==> config.mk <==
export PLATFORM = sky130hd
export DESIGN_NAME = soft_mute_ramp
export DESIGN_NICKNAME = d
export VERILOG_FILES = /design/src/rtl/smr_pkg.sv /design/src/rtl/smr_step_ctrl.sv /design/src/rtl/smr_gain_curve.sv /design/src/rtl/smr_scaler.sv /design/src/rtl/soft_mute_ramp.sv
export SDC_FILE = /design/constraint.sdc
export NUM_CORES = 1
export LEC_CHECK = 0
export BUFFER_PORTS_ARGS = -buffer_cell sky130_fd_sc_hd__buf_2
export CAP_MARGIN = 5
export CORE_MARGIN = 10
export CORE_UTILIZATION = 60
export DETAILED_ROUTE_END_ITERATION = 6
export GPL_TIMING_DRIVEN = 1
export PLACE_DENSITY = 0.81
export SYNTH_ARGS = -nofsm -noshare
export SYNTH_HDL_FRONTEND = slang
export SYNTH_HIERARCHICAL = 1
export SYNTH_SLANG_ARGS = --single-unit
==> constraint.sdc <==
create_clock -name clk -period 7.4 [get_ports clk]
set_clock_uncertainty 0.1 [all_clocks]
set_input_delay 1.48 -clock clk [delete_from_list [all_inputs] [get_ports clk]]
set_output_delay 1.48 -clock clk [all_outputs]
set_load 0.005 [all_outputs]
==> src/rtl/smr_pkg.sv <==
package smr_pkg;

   // Direction the attenuation step will move on the next dwell expiry
   typedef enum logic [1:0] {
      MV_HOLD    = 2'd0,
      MV_ATTEN   = 2'd1,
      MV_RESTORE = 2'd2
   } step_move_e;

endpackage

==> src/rtl/smr_step_ctrl.sv <==
module smr_step_ctrl
   import smr_pkg::*;
#(
   parameter int STEPS = 128,
   parameter int DWELL = 8,
   parameter int IDX_W = $clog2(STEPS + 1),
   parameter int CNT_W = (DWELL > 1) ? $clog2(DWELL) : 1
) (
   input  logic             clk,
   input  logic             rst_n,
   input  logic             mute,
   input  logic             strobe,
   output logic [IDX_W-1:0] idx
);

   localparam logic [IDX_W-1:0] IDX_END  = IDX_W'(STEPS);
   localparam logic [CNT_W-1:0] CNT_LAST = CNT_W'(DWELL - 1);

   logic [CNT_W-1:0] dwell_q;
   step_move_e       move;

   always_comb begin
      move = MV_HOLD;
      if (mute && (idx != IDX_END))
         move = MV_ATTEN;
      else if (!mute && (idx != '0))
         move = MV_RESTORE;
   end

   // The dwell count is kept across a reversal; it returns to zero only on a step
   always_ff @(posedge clk or negedge rst_n) begin
      if (!rst_n) begin
         idx     <= '0;
         dwell_q <= '0;
      end else if (strobe && (move != MV_HOLD)) begin
         if (dwell_q == CNT_LAST) begin
            dwell_q <= '0;
            idx     <= (move == MV_ATTEN) ? idx + 1'b1 : idx - 1'b1;
         end else begin
            dwell_q <= dwell_q + 1'b1;
         end
      end
   end

endmodule

==> src/rtl/smr_gain_curve.sv <==
module smr_gain_curve #(
   parameter int STEPS  = 128,
   parameter int GAIN_W = 16,
   parameter int IDX_W  = $clog2(STEPS + 1)
) (
   input  logic [IDX_W-1:0]  idx,
   output logic [GAIN_W-1:0] gain_frac,
   output logic              unity,
   output logic              silent
);

   localparam int              SHIFT   = GAIN_W - $clog2(STEPS);
   localparam logic [IDX_W-1:0] IDX_END = IDX_W'(STEPS);

   logic [IDX_W-1:0] remain;

   always_comb begin
      remain    = IDX_END - idx;
      gain_frac = GAIN_W'(remain) << SHIFT;
      unity     = (idx == '0);
      silent    = (idx == IDX_END);
   end

endmodule

==> src/rtl/smr_scaler.sv <==
module smr_scaler #(
   parameter int SAMPLE_W = 16,
   parameter int GAIN_W   = 16,
   parameter bit ROUND_EN = 1'b1
) (
   input  logic signed [SAMPLE_W-1:0] sample,
   input  logic        [GAIN_W-1:0]   gain_frac,
   input  logic                       unity,
   input  logic                       silent,
   output logic signed [SAMPLE_W-1:0] result
);

   localparam int PROD_W = SAMPLE_W + GAIN_W + 1;

   logic signed [PROD_W-1:0] samp_x;
   logic signed [PROD_W-1:0] gain_x;
   logic signed [PROD_W-1:0] prod;
   logic signed [PROD_W-1:0] biased;
   logic signed [SAMPLE_W-1:0] scaled;
   logic unused_bits;

   assign samp_x = PROD_W'(sample);
   assign gain_x = $signed(PROD_W'({1'b0, gain_frac}));
   assign prod   = samp_x * gain_x;

   generate
      if (ROUND_EN) begin : g_round
         assign biased = prod + (PROD_W'(1) <<< (GAIN_W - 1));
      end else begin : g_trunc
         assign biased = prod;
      end
   endgenerate

   assign scaled      = biased[GAIN_W +: SAMPLE_W];
   assign unused_bits = ^{biased[GAIN_W-1:0], biased[PROD_W-1]};

   always_comb begin
      if (silent)
         result = '0;
      else if (unity)
         result = sample;
      else
         result = scaled;
   end

endmodule

==> src/rtl/soft_mute_ramp.sv <==
module soft_mute_ramp #(
   parameter int SAMPLE_W = 16,
   parameter int GAIN_W   = 16,
   parameter int STEPS    = 128,
   parameter int DWELL    = 8,
   parameter bit ROUND_EN = 1'b1
) (
   input  logic                       clk,
   input  logic                       rst_n,
   input  logic                       mute,
   input  logic                       smp_valid,
   input  logic signed [SAMPLE_W-1:0] smp_left,
   input  logic signed [SAMPLE_W-1:0] smp_right,
   output logic                       out_valid,
   output logic signed [SAMPLE_W-1:0] out_left,
   output logic signed [SAMPLE_W-1:0] out_right,
   output logic                       muted
);

   localparam int IDX_W = $clog2(STEPS + 1);
   localparam int CNT_W = (DWELL > 1) ? $clog2(DWELL) : 1;
   localparam int N_CH  = 2;

   generate
      if ((STEPS < 2) || ((STEPS & (STEPS - 1)) != 0)) begin : g_bad_steps
         $error("STEPS must be a power of two of at least 2");
      end
      if (GAIN_W <= $clog2(STEPS)) begin : g_bad_gain
         $error("GAIN_W must exceed log2(STEPS)");
      end
      if (DWELL < 1) begin : g_bad_dwell
         $error("DWELL must be at least 1");
      end
      if (SAMPLE_W < 2) begin : g_bad_width
         $error("SAMPLE_W must be at least 2");
      end
   endgenerate

   logic [IDX_W-1:0]          step_idx;
   logic [GAIN_W-1:0]         gain_frac;
   logic                      gain_unity;
   logic                      gain_silent;
   logic signed [SAMPLE_W-1:0] ch_in  [N_CH];
   logic signed [SAMPLE_W-1:0] ch_res [N_CH];

   smr_step_ctrl #(
      .STEPS (STEPS),
      .DWELL (DWELL),
      .IDX_W (IDX_W),
      .CNT_W (CNT_W)
   ) u_step (
      .clk    (clk),
      .rst_n  (rst_n),
      .mute   (mute),
      .strobe (smp_valid),
      .idx    (step_idx)
   );

   smr_gain_curve #(
      .STEPS  (STEPS),
      .GAIN_W (GAIN_W),
      .IDX_W  (IDX_W)
   ) u_curve (
      .idx       (step_idx),
      .gain_frac (gain_frac),
      .unity     (gain_unity),
      .silent    (gain_silent)
   );

   assign ch_in[0] = smp_left;
   assign ch_in[1] = smp_right;

   generate
      for (genvar c = 0; c < N_CH; c++) begin : g_ch
         smr_scaler #(
            .SAMPLE_W (SAMPLE_W),
            .GAIN_W   (GAIN_W),
            .ROUND_EN (ROUND_EN)
         ) u_scale (
            .sample    (ch_in[c]),
            .gain_frac (gain_frac),
            .unity     (gain_unity),
            .silent    (gain_silent),
            .result    (ch_res[c])
         );
      end
   endgenerate

   always_ff @(posedge clk or negedge rst_n) begin
      if (!rst_n) begin
         out_valid <= 1'b0;
         out_left  <= '0;
         out_right <= '0;
      end else begin
         out_valid <= smp_valid;
         if (smp_valid) begin
            out_left  <= ch_res[0];
            out_right <= ch_res[1];
         end
      end
   end

   assign muted = gain_silent;

endmodule

==> summary.md <==
| Metric | Value |
|---|---|
| Yosys warns | 6 |
| Starting Density | 0.608 |
| Worst stage delay on the critical path | about 0.53 ns |
| Req. time, crit path | about 7.5 ns |
| H-tree lvl count | 2 |
| Final Hold Vio Count | 0 |
| Asr flop ratio synth | 1.00 |
| Unrepaired setup endpoints after global routing | yes |
| Slew Limit Fails | 0 |
| Share of layout cells above drive strength 1 | 0.126 |
| CP Buf/Inv Count | 4 |
| Final net count | ~3000 |
| Site Rows | 66 |
| WS Path Type | reg2reg |
| Seq cells post-synth | between 40 and 50 |
| GRT Total Usage | 0.241 |
| Drt wl/cell | around 17 um |
| Final Setup Violations | 0 |
| Die ar. | 40700 um^2 |
| HP Class | reg2reg |
| Top cell family by delay on the critical path | adder cells |
| CP max stage cell | fa_2 |
| Layout area overhead | 8.88% |
| CTS buffer count | 5 |
| Final ANT Viol Nets | 0 |
| Clock sinks | 44 |
| Final worst path period share | 0.972 |
| Setup crit start kind | register |
| Mapped Cells | 2199 |
| CTS root buffer | clkbuf_16 |
| CP Max Fanout | 4 |
| Die Span Y | 202 um |
| Largest net degree at the start of global routing | 45 |
| Slew HR | 0.224 |
| CTS tree | done |
| Min Tclk post-route | about 7 ns |
| Clock transition at path regs | 0.07 ns |
| Placed Cells | between 2000 and 3000 |
| DP Wirelength | about 38000 um |
| Maximum clock rate | around 0.14 GHz |
| Worst Tran Pin Value | around 1.2 ns |
| Routed vias | around 15000 |
| Worst skew pair latency | approximately 0.31 ns |
| Initial DRT Pass Iterations | 5 |
| First-pass GRT wire length | slightly above 80000 um |
| Place WS | -0.136 ns |
| Initial antenna violation count | 1 |
| CP Data Arrival Time | about 7.3 ns |
| Port Buffer Count | between 60 and 70 |
| Avg Inst Size Synth | approximately 9.0 um^2 |
| Crit. End Element | register |
| Final worst slack | approximately 0.20 ns |
| Synth cell types | a little over 80 |
| WL final | between 40000 and 50000 um |
| Core Region | 32600 um^2 |
| Global placer's final weighted congestion | slightly below 0.9 |
| Max-cap viol count | 0 |
| DRC Markers | 0 |
| Top FF cell, synth | dfrtp_1 |
| Outcome | complete, no violations |
| EDFF count, synth | 0 |
| CTS max path bufs | 2 |
| Number of global-route vias before repair | roughly 17000 |
| TNS Setup | 0 ns |
| Initial DRC count | around 840 |
| I/O Pins | 70 |
| Finished Core Util | 0.662 |
| Most common cell on crit path | inv_1 |
| GR Overflow Total | 0 |
| Die X | around 200 um |
| Synth Cell Area | 19800 um^2 |
| Fin cells | 2749 |
| Seq/Total Area, Yosys | 0.0555 |
| Via-to-Cell Ratio | roughly 5.5 |
[metrics by stage]
stage / area, um^2 / hold WS, ns
2_1_floorplan: 19900 / 0.380
3_3_place_gp: 21200 / 0.390
3_5_place_dp: 21200 / 0.389
4_1_cts: 21400 / 0.409
5_1_grt: 21600 / 0.423
6_report: 21600 / 0.405
[cells in the final DEF (no fill, tap or decap), types with 5 or more instances in the layout]
cell       synthesis  final
o21bai_1           6      6
nor3_1            12     11
o21ai_1            7      6
nand3_1           10     10
buf_2              1     67
a21oi_1           56     52
buf_4             11    113
nor2_1            28     26
xor2_1             7      6
and2_1           231    231
mux2_2             5      5
nand4_1           14     14
ha_1             241    236
inv_1            495    495
clkbuf_16          0      5
conb_1             1      9
a31oi_1            5      5
nand2b_1          15     15
dfrtp_1           44     44
o21a_1             7      7
nand2_1          299    298
or3_1              5      5
fa_2               0      5
a211oi_1           6      6
nor2b_1           25     25
a21oi_2            6      8
mux2_4            35     35
fa_1             387    382
and3_1            11     10
a21o_1            27     27
o21ai_0           17     17
xnor2_1           28     24
[area by class of cell]
cell class,count,area (um^2)
fillers,2562,11000
clock inverters,2,60.1
well taps,442,553
clock buffers,5,125
flip-flops and latches,44,1100
multi-input cells,1575,16700
inverters,495,1860
repair buffers,185,1240
diodes,1,2.50
[registers in the layout, indices dropped and copies added (netlist names)]
signal	count
u_step/dwell_q	3
out_valid	1
u_step/idx	8
out_right	16
out_left	16
[logic make-up (layout without fill, tap and decap cells)]
logic type / after synthesis / count (layout) / synth area share
other: 1 / 10 / 0.000189
xor gates and xnor gates: 35 / 35 / 0.0154
DFF: 44 / 44 / 0.0555
and+or+nand+nor: 675 / 675 / 0.173
adders and majority gates: 628 / 628 / 0.542
buffers and inverters: 588 / 687 / 0.118
AOI/OAI and AO/OA: 186 / 186 / 0.0654
muxes: 42 / 42 / 0.0304
[synthesized netlist by cell type (5+ instances only)]
master | number | area [um^2]
mux2_4 | 35 | 526
a21oi_2 | 6 | 52.6
o21ai_0 | 17 | 85.1
and3_1 | 11 | 68.8
nand2b_1 | 15 | 93.8
nor2_1 | 28 | 105
nor3_1 | 12 | 60.1
xnor2_1 | 28 | 245
and2_1 | 231 | 1450
clkbuf_1 | 70 | 263
fa_1 | 387 | 7750
a21o_1 | 27 | 203
buf_4 | 11 | 82.6
or3_1 | 5 | 31.3
nand2_1 | 299 | 1120
a21oi_1 | 56 | 280
nand3_1 | 10 | 50.1
xor2_1 | 7 | 61.3
o21a_1 | 7 | 52.6
a211oi_1 | 6 | 45.0
o21bai_1 | 6 | 45.0
nor2b_1 | 25 | 156
inv_1 | 495 | 1860
ha_1 | 241 | 3020
mux2_2 | 5 | 56.3
o21ai_1 | 7 | 35.0
dfrtp_1 | 44 | 1100
a31oi_1 | 5 | 31.3
nand4_1 | 14 | 87.6
[worst paths after layout]
path | startpoint | to | slack [ns] | cells past startpoint
worst max-delay path | u_step/idx[0]$_DFFE_PN0P_ | out_left[15]$_DFFE_PN0P_ | 0.20 | 25
worst min-delay path | out_right[0]$_DFFE_PN0P_ | out_right[0]$_DFFE_PN0P_ | 0.41 | 1
worst max register to register | u_step/idx[0]$_DFFE_PN0P_ | out_left[15]$_DFFE_PN0P_ | 0.20 | 25
worst min register to register | out_right[0]$_DFFE_PN0P_ | out_right[0]$_DFFE_PN0P_ | 0.41 | 1
max in group asynchronous | rst_n | out_left[6]$_DFFE_PN0P_ | 5.24 | 1
min in group asynchronous | rst_n | out_right[14]$_DFFE_PN0P_ | 1.27 | 1
[routing by layer]
layer,GRT usage,vias to the layer above,part of all wire
li1,-,6885,-
met1,0.297,7756,0.40
met2,0.430,506,0.52
met3,0.0217,104,0.053
met4,0.0886,0,0.028
met5,0,-,0
[repair_timing]
item                                    CTS  global route
hold buffers                              0             0
gates resized for setup                   0            36
endpoints found under the setup margin    1            14
buffers inserted                          4             6
pin swaps                                 1            20
Power is not shown: default switching activity piles up to over one toggle a cycle in this logic, so the estimate is an artifact.
